[src/rtl/rsb_pkg.sv]
package rsb_pkg;
  typedef enum logic [2:0] {
    BR_NONE  = 3'd0,
    BR_NCALL = 3'd1,
    BR_NRET  = 3'd2,
    BR_FCALL = 3'd3,
    BR_FRET  = 3'd4,
    BR_IRET  = 3'd5,
    BR_IJMP  = 3'd6,
    BR_OTHER = 3'd7
  } brKind_e;

  typedef struct packed {
    logic push;
    logic pop;
    logic clear;
  } rsbStrobe_t;
endpackage

[src/rtl/rsb_ctrl.sv]
module rsb_ctrl
  import rsb_pkg::*;
#(
  parameter int DEPTH = 16,
  parameter int PTR_W = 4,
  parameter int CNT_W = 5
) (
  input  logic             clk,
  input  logic             rstN,
  input  logic             flush,
  input  logic             evValid,
  input  logic [2:0]       evType,
  input  logic             dispZero,
  output rsbStrobe_t       strb,
  output logic [PTR_W-1:0] wrIdx,
  output logic [PTR_W-1:0] rdIdx,
  output logic [CNT_W-1:0] occ,
  output logic             predValid
);
  localparam logic [PTR_W-1:0] LAST_IDX = PTR_W'(DEPTH - 1);
  localparam logic [CNT_W-1:0] FULL_CNT = CNT_W'(DEPTH);

  logic [PTR_W-1:0] wrPtr;
  logic [PTR_W-1:0] wrNext;
  logic             isCall;
  logic             isRet;
  logic             nonEmpty;

  always_comb begin
    isCall   = evValid && (brKind_e'(evType) == BR_NCALL) && !dispZero;
    isRet    = evValid && (brKind_e'(evType) == BR_NRET);
    nonEmpty = (occ != '0);
    rdIdx    = (wrPtr == '0) ? LAST_IDX : wrPtr - 1'b1;
    wrNext   = (wrPtr == LAST_IDX) ? '0 : wrPtr + 1'b1;
    strb.push  = isCall && !flush;
    strb.pop   = isRet && nonEmpty && !flush;
    strb.clear = flush;
    predValid  = isRet && nonEmpty;
    wrIdx      = wrPtr;
  end

  always_ff @(posedge clk) begin
    if (!rstN) begin
      wrPtr <= '0;
      occ   <= '0;
    end else if (strb.clear) begin
      occ <= '0;
    end else if (strb.push) begin
      wrPtr <= wrNext;
      if (occ != FULL_CNT) occ <= occ + 1'b1;
    end else if (strb.pop) begin
      wrPtr <= rdIdx;
      occ   <= occ - 1'b1;
    end
  end
endmodule

[src/rtl/rsb_datapath.sv]
module rsb_datapath
  import rsb_pkg::*;
#(
  parameter int DEPTH  = 16,
  parameter int PTR_W  = 4,
  parameter int ADDR_W = 32,
  parameter int LEN_W  = 4
) (
  input  logic              clk,
  input  rsbStrobe_t        strb,
  input  logic [PTR_W-1:0]  wrIdx,
  input  logic [PTR_W-1:0]  rdIdx,
  input  logic [ADDR_W-1:0] evPc,
  input  logic [LEN_W-1:0]  evLen,
  output logic [ADDR_W-1:0] predTarget
);
  logic [ADDR_W-1:0] slot [DEPTH];
  logic [ADDR_W-1:0] retAddr;

  assign retAddr = evPc + ADDR_W'(evLen);

  for (genvar g = 0; g < DEPTH; g++) begin : gSlot
    always_ff @(posedge clk) begin
      if (strb.push && (wrIdx == PTR_W'(g))) slot[g] <= retAddr;
    end
  end

  assign predTarget = slot[rdIdx];
endmodule

[src/rtl/rsb_top.sv]
module rsb_top #(
  parameter int DEPTH  = 16,
  parameter int ADDR_W = 32,
  parameter int LEN_W  = 4
) (
  input  logic              clk,
  input  logic              rstN,
  input  logic              flush,
  input  logic              evValid,
  input  logic [2:0]        evType,
  input  logic [ADDR_W-1:0] evPc,
  input  logic [LEN_W-1:0]  evLen,
  input  logic              dispZero,
  output logic              predValid,
  output logic [ADDR_W-1:0] predTarget
);
  localparam int PTR_W = (DEPTH > 1) ? $clog2(DEPTH) : 1;
  localparam int CNT_W = $clog2(DEPTH + 1);

  rsb_pkg::rsbStrobe_t strb;
  logic [PTR_W-1:0]    wrIdx;
  logic [PTR_W-1:0]    rdIdx;
  logic [CNT_W-1:0]    occ;

  rsb_ctrl #(.DEPTH(DEPTH), .PTR_W(PTR_W), .CNT_W(CNT_W)) uCtrl (
    .clk(clk), .rstN(rstN), .flush(flush), .evValid(evValid),
    .evType(evType), .dispZero(dispZero), .strb(strb),
    .wrIdx(wrIdx), .rdIdx(rdIdx), .occ(occ), .predValid(predValid)
  );

  rsb_datapath #(.DEPTH(DEPTH), .PTR_W(PTR_W), .ADDR_W(ADDR_W), .LEN_W(LEN_W)) uData (
    .clk(clk), .strb(strb), .wrIdx(wrIdx), .rdIdx(rdIdx),
    .evPc(evPc), .evLen(evLen), .predTarget(predTarget)
  );
endmodule

[config.mk]
export PLATFORM = sky130hd
export DESIGN_NAME = rsb_top
export DESIGN_NICKNAME = d
export VERILOG_FILES = /design/src/rtl/rsb_pkg.sv /design/src/rtl/rsb_ctrl.sv /design/src/rtl/rsb_datapath.sv /design/src/rtl/rsb_top.sv
export SDC_FILE = /design/constraint.sdc
export NUM_CORES = 1
export LEC_CHECK = 0
export BUFFER_PORTS_ARGS = -buffer_cell sky130_fd_sc_hd__buf_2
export CAP_MARGIN = 20
export CORE_AREA = 3 3 184 186
export DETAILED_ROUTE_END_ITERATION = 6
export DIE_AREA = 0 0 187 189
export PLACE_DENSITY = 0.81
export SYNTH_ARGS = -nofsm -noshare
export SYNTH_HDL_FRONTEND = slang
export SYNTH_SLANG_ARGS = --single-unit
[constraint.sdc]
create_clock -name clk -period 4.9 [get_ports clk]
set_clock_uncertainty 0.15 [all_clocks]
set_input_delay 0 -clock clk [delete_from_list [all_inputs] [get_ports clk]]
set_output_delay 0 -clock clk [all_outputs]
set_load 0.005 [all_outputs]
==> results of run 1 <==
[cells in the mapped netlist, types with 5 or more instances]
cell / instances / area share (%)
clkbuf_1: 26 / 0.47
o2111ai_1: 32 / 1.3
mux4_2: 128 / 14
xnor2_1: 23 / 0.96
dfxtp_1: 9 / 0.86
o21ai_0: 6 / 0.14
nand3_1: 16 / 0.38
nor2_1: 37 / 0.66
buf_2: 5 / 0.12
buf_6: 11 / 0.59
a21oi_1: 10 / 0.24
nand4_1: 5 / 0.15
nand2_1: 121 / 2.2
xor2_1: 10 / 0.42
ha_1: 12 / 0.72
edfxtp_1: 512 / 73
inv_1: 43 / 0.77
[sequential cells by signal, summed over array words and instances, names as in the netlist]
name and count:
uCtrl.occ 5, uCtrl.wrIdx 4, uData.slot 512
[final timing paths]
kind	start	to	slack [ns]	cells past startpoint
max	uCtrl.wrIdx[3]	predTarget[10]	1.07	6
max reg2reg	uCtrl.wrIdx[3]	uData.slot[10][17]	1.75	3
min reg2reg	uCtrl.occ[4]	uCtrl.occ[4]	0.36	2
min	evLen[2]	uData.slot[14][2]	0.03	4
[worst max-delay path, cell delays in order (launching register included)]
cell and delay [ns]:
dfxtp_1 0.77, nand2_1 0.55, o32ai_4 0.99, buf_4 0.34, nand2_1 0.09, o2111ai_1 0.19, buf_2 0.19
[power breakdown]
part / internal [mW] / total [mW] / switching [mW]
logic: 0.0849 / 0.238 / 0.153
clock network: 2.06 / 3.66 / 1.60
registers: 4.92 / 4.93 / 0.00116
[repair_timing]
| action | CTS | global route |
|---|---|---|
| hold endpoints to repair | 258 | 154 |
| endpoints found under the setup margin | 0 | 0 |
| hold buffers | 30 | 10 |
| buffers inserted | 0 | 0 |
[cell families (layout without fill, tap and decap cells)]
group | after synthesis | count (layout) | share of synthesized area [%]
AND/OR/NAND/NOR | 204 | 204 | 4.41
flip-flops | 521 | 521 | 74.3
AO/OA/AOI/OAI | 76 | 76 | 2.83
adder cells (fa/ha/maj) | 14 | 14 | 0.909
XOR/XNOR | 33 | 33 | 1.38
multiplexers | 132 | 132 | 14.0
buffers and inverters | 90 | 300 | 2.18
[per-stage QoR]
stage          setup slack [ns]  util, %
3_5_place_dp               1.72     67.8
3_3_place_gp               1.79     67.8
5_1_grt                   0.890     74.3
6_report                   1.07     74.3
2_1_floorplan              2.07        -
4_1_cts                    1.10     73.5
[area by class of cell]
cell class	instances	area (µm²)
well taps	442	553
flip-flops and latches	521	15600
clock inverters	31	208
multi-input cells	459	5120
repair buffers	162	1150
inverters	44	165
fillers	1806	8340
clock buffers	63	1350
[per-layer routing]
| layer | vias to the layer above | global-route usage [%] | share of wire [%] |
|---|---|---|---|
| li1 | 4653 | - | - |
| met1 | 5685 | 37.6 | 37 |
| met2 | 612 | 45.9 | 51 |
| met3 | 137 | 4.70 | 8.1 |
| met4 | 0 | 10.7 | 3.5 |
| met5 | - | 0 | 0 |
==> summary.txt, run 1 <==
Run status
  • Outcome: completed

Floorplanning
  • Die Y: 189 µm
  • Die Footprint: 35300 µm²
  • Num rows: 66
  • Die W: 187 µm
  • Number of top-level pins: 77
  • Initial core utilization: 64.5%
  • Core area: 32500 µm²

STA
  • Fin crit share: 78.1%
  • Tightest Pin Transition: 1.11 ns
  • Tmin final: 3.83 ns
  • Setup_tns: 0 ns
  • Fmax achieved: 261 MHz
  • RSZ-0062 raised after global routing: false
  • Fin. Hold Viols: 0
  • Final slew viol count: 0
  • WHS: 0.0276 ns
  • Final setup violation count: 0
  • Slew HR: 25.5%

Synthesis
  • Top FF cell, synth: edfxtp_1
  • Ys async rst share: 0%
  • Synth Area per Inst: 19.6 µm²
  • Synth Warn #: 0
  • Synthesized area: 20900 µm²
  • Number of synthesized flops with an enable pin: 512
  • Yosys cell types: 59
  • Net Count, Synth: 1128
  • Register area share after synthesis: 74.3%
  • Number of synthesized register bits: 521
  • Post-Synthesis Cells: 1070

Place
  • Dpl hpwl: 25.4 mm
  • GPL Wtd Cong: 0.792
  • Dpl cells: 1569
  • Cell area after placement: 22000 µm²
  • Buffers on Ports: 76

GRT
  • Remaining Overflow, GRT: 0
  • Global-route wire length before repair: 71.8 mm
  • Largest net degree at the start of global routing: 105
  • Initial antenna violation count: 0
  • Overall Global Routing Usage: 27.6%
  • Number of global-route vias before repair: 11500

Setup path
  • Worst-path fanout max: 15
  • Required time of the critical path: 4.75 ns
  • Worst Setup End Kind: output port
  • CP Launch Type: flip-flop
  • Arr. time, crit path: 3.68 ns
  • Critical setup path kind: reg2out

Power
  • Total power: 8.83 mW
  • LEAKAGE: 7.70 nW
  • PD cells: 366 nW/µm²
  • Worst vdd ir: 0.360 mV

Routing
  • Post-Route WL: 47.7 mm
  • DR vias: 11100
  • Final routed DRC violation total: 0
  • Via-per-instance ratio: 6.44
  • Initial DRC count: 1329
  • Wire per inst: 27.7 µm
  • Routed Antenna Nets: 0
  • Pre-antenna DRT Iters: 5

Hold path
  • HP Class: in2reg

Finish
  • Nets: 1297
  • Share of layout cells above drive strength 1: 27.7%
  • Area grow syn2layout: 15.2%
  • Commonest non-fill, non-tap cell in the layout: edfxtp_1
  • Finished Layout Cells: 1722
  • Commonest cells after routing, fill and taps aside: edfxtp_1, mux4_2, nand2_1, buf_2, clkbuf_16
  • # diodes: 0
  • Final instance area: 24100 µm²

CTS
  • CTS resizes: 0
  • CTS clock-pin slew for the worst setup and hold paths: 0.06 ns
  • CTS Buf Count: 51
  • # clock sinks: 521
  • H-tree level count: 2
  • Max Buffers Root-to-Sink: 3
  • CTS tree: done
  • Clk_lat worst skew: 0.56 ns
  • Clk root buf: clkbuf_16

Job
  • Max_cap viols: 0
(Power assumes the default switching activity.)
==> run 2: changes to the inputs <==
CORE_AREA = 3 3 190 192   (was 3 3 184 186)
DIE_AREA = 0 0 193 195   (was 0 0 187 189)
PLACE_DENSITY = 0.77   (was 0.81)
clock period = 3.55 ns   (was 4.9 ns; I/O delays follow)
==> run 2 against run 1 <==
  * Clock power is 36% higher
  * Cell count is 1.7% higher
  * Sequential power is 38% higher
  * Hold slack worse by 0.011 ns
  * Die area is 6.5% higher
  * Via count is 2.1% higher
  * Cell area is 1.7% higher
  * Non-clock buffer count is 25 higher
  * Global-route usage is 1.0 points lower
  * Critical endpoint is now predTarget[0]
==> summary.txt, run 2 (synthesized netlist as in run 1, its figures left out) <==
Routing
  • DR vias: 11300 (+2.1%)
  • Via-per-instance ratio: 6.46 (+0.34%)
  • Final routed DRC violation total: 0 (unchanged)
  • Routed Antenna Nets: 0 (unchanged)
  • Wire per inst: 28.0 µm (+1.2%)
  • Initial DRC count: 1317 (-0.90%)
  • Pre-antenna DRT Iters: 5 (unchanged)
  • Post-Route WL: 49.1 mm (+3.0%)

STA
  • Fmax achieved: 292 MHz
  • Final setup violation count: 0 (unchanged)
  • Tightest Pin Transition: 1.09 ns (-0.0264 ns)
  • Fin crit share: 96.5%
  • Fin. Hold Viols: 0 (unchanged)
  • Setup_tns: 0 ns (unchanged)
  • Final slew viol count: 0 (unchanged)
  • RSZ-0062 raised after global routing: false
  • Slew HR: 26.9% (+1.4 points)
  • Tmin final: 3.43 ns

GRT
  • Number of global-route vias before repair: 11700 (+1.7%)
  • Global-route wire length before repair: 72.5 mm (+1.0%)
  • Initial antenna violation count: 0 (unchanged)
  • Overall Global Routing Usage: 26.6% (-1.0 points)
  • Remaining Overflow, GRT: 0 (unchanged)
  • Largest net degree at the start of global routing: 42 (-60%)

Finish
  • Area grow syn2layout: 17.1%
  • Max FFs per register: 512 (unchanged)
  • Share of layout cells above drive strength 1: 29.0% (+1.3 points)
  • Final core occ: 71.0% (-3.3 points)
  • Commonest non-fill, non-tap cell in the layout: edfxtp_1
  • # diodes: 0 (unchanged)
  • Biggest register: uData.slot
  • Nets: 1321 (+1.9%)
  • Commonest cells after routing, fill and taps aside: edfxtp_1, mux4_2, nand2_1, buf_2, clkbuf_16

Power
  • Psw: 2.38 mW (+35%)
  • Clock Power Share: 41.1% (-0.4 points)
  • LEAKAGE: 7.87 nW (+2.3%)
  • PD cells: 495 nW/µm² (+35%)
  • Reg power frac: 56.0% (+0.2 points)
  • Comb pwr share: 2.9% (+0.2 points)
  • Switching share of power: 19.6% (-0.28 points)
  • Int Pwr: 9.75 mW (+38%)
  • Worst vdd ir: 0.501 mV (+39%)
  • Total power: 12.1 mW (+37%)

CTS
  • Clk_lat worst skew: 0.56 ns (about the same)
  • # clock sinks: 521 (unchanged)
  • CTS clock-pin slew for the worst setup and hold paths: 0.07 ns (about the same)
  • CTS tree: done
  • Clk root buf: clkbuf_16
  • CTS Buf Count: 50 (-2.0%)
  • H-tree level count: 2 (unchanged)
  • Max Buffers Root-to-Sink: 3 (unchanged)

Floorplanning
  • Die Footprint: 37600 µm² (+6.5%)
  • Num rows: 68 (+3.0%)
  • Number of top-level pins: 77 (unchanged)
  • Die Y: 195 µm (+3.2%)
  • Initial core utilization: 60.6% (-3.9 points)
  • Core area: 34500 µm² (+6.4%)
  • Die W: 193 µm (+3.2%)

Setup path
  • Worst-path fanout max: 26 (+11)
  • Required time of the critical path: 3.40 ns (-1.35 ns)
  • Most frequent CP cell: buf_12
  • CP bufs+invs: 4 (+2)
  • CP Launch Type: flip-flop
  • CP max stage delay: 0.55 ns (-0.44 ns)
  • Crit path max-delay family: buffers and inverters
  • Critical setup path kind: reg2out
  • Arr. time, crit path: 3.28 ns (-0.40 ns)
  • Slowest-stage cell, CP: mux4_2
  • CP Cell Sequence: inv_1, ha_4, a21oi_4, buf_12, buf_12, mux4_2, nand2_1, o2111ai_1, buf_2
  • Worst Setup End Kind: output port

Run status
  • Outcome: completed

Hold path
  • HP Class: in2reg

Place
  • GPL Wtd Cong: 0.781 (-1.5%)
  • Buffers on Ports: 76 (unchanged)
  • Dpl hpwl: 26.6 mm (+4.6%)

Job
  • Max_cap viols: 0 (unchanged)
-- run 2: changes by cell type in the layout (fill, tap and decap cells not counted), moves of 4 or more --
cell / change
dlygate4sd3_1: +5
clkinv_2: +4
clkinv_1: -5
clkbuf_1: -4
buf_12: +17
-- run 2: cell type report --
cell class | count | area, µm²
clock buffers | 57 | 1300
clock inverters | 29 | 216
fillers | 2061 | 10000
inverters | 44 | 165
multi-input cells | 459 | 5120
flip-flops and latches | 521 | 15600
well taps | 455 | 569
repair buffers | 187 | 1590
-- run 2: layer usage --
| metal | track usage (%) | part of all wire [%] |
|---|---|---|
| met3 | 4.85 | 9.6 |
| met5 | 0 | 0 |
| met2 | 41.7 | 49 |
| met1 | 38.5 | 38 |
| met4 | 9.22 | 3.4 |
-- run 2: repair_timing --
item                                   CTS  global route
setup buffers                            0             2
setup endpoints to repair                0            11
endpoints found under the hold margin  353            56
hold buffers                            37             8
gates resized for setup                  0             1
-- run 2: power by group through the flow --
| stage | clock, mW | sequential, mW | combinational, mW |
|---|---|---|---|
| 2_1_floorplan | 0 | 6.93 | 0.149 |
| 3_3_place_gp | 0 | 6.93 | 0.285 |
| 3_5_place_dp | 0 | 6.93 | 0.298 |
| 4_1_cts | 5.05 | 6.80 | 0.331 |
| 5_1_grt | 5.28 | 6.79 | 0.380 |
| 6_report | 4.98 | 6.80 | 0.352 |
-- run 2: worst paths after layout --
path	startpoint	endpoint	slack, ns	cells past startpoint
setup / recovery	uCtrl.wrIdx[1]	predTarget[0]	0.12	9
hold reg to reg	uCtrl.occ[4]	uCtrl.occ[4]	0.36	2
setup reg to reg	uCtrl.occ[0]	uCtrl.wrIdx[1]	0.66	6
hold / removal	evLen[1]	uData.slot[8][2]	0.02	4
-- run 2: through the flow --
stage / instances / hold slack, ns / setup WS [ns] / instance area, µm²
floorplan: 1070 / -0.0322 / 0.723 / 20900
global placement: 1612 / 0.137 / 0.531 / 22500
detailed placement: 1612 / 0.149 / 0.424 / 22500
CTS: 1735 / 0.000299 / 0.0512 / 24300
global route: 1752 / 0.0289 / 0.0141 / 24500
finish: 1752 / 0.0164 / 0.123 / 24500
-- run 2: worst min-delay path: stages --
cell     delay [ns]
buf_2          0.11
inv_1          0.06
fa_1           0.25
xnor2_1        0.19
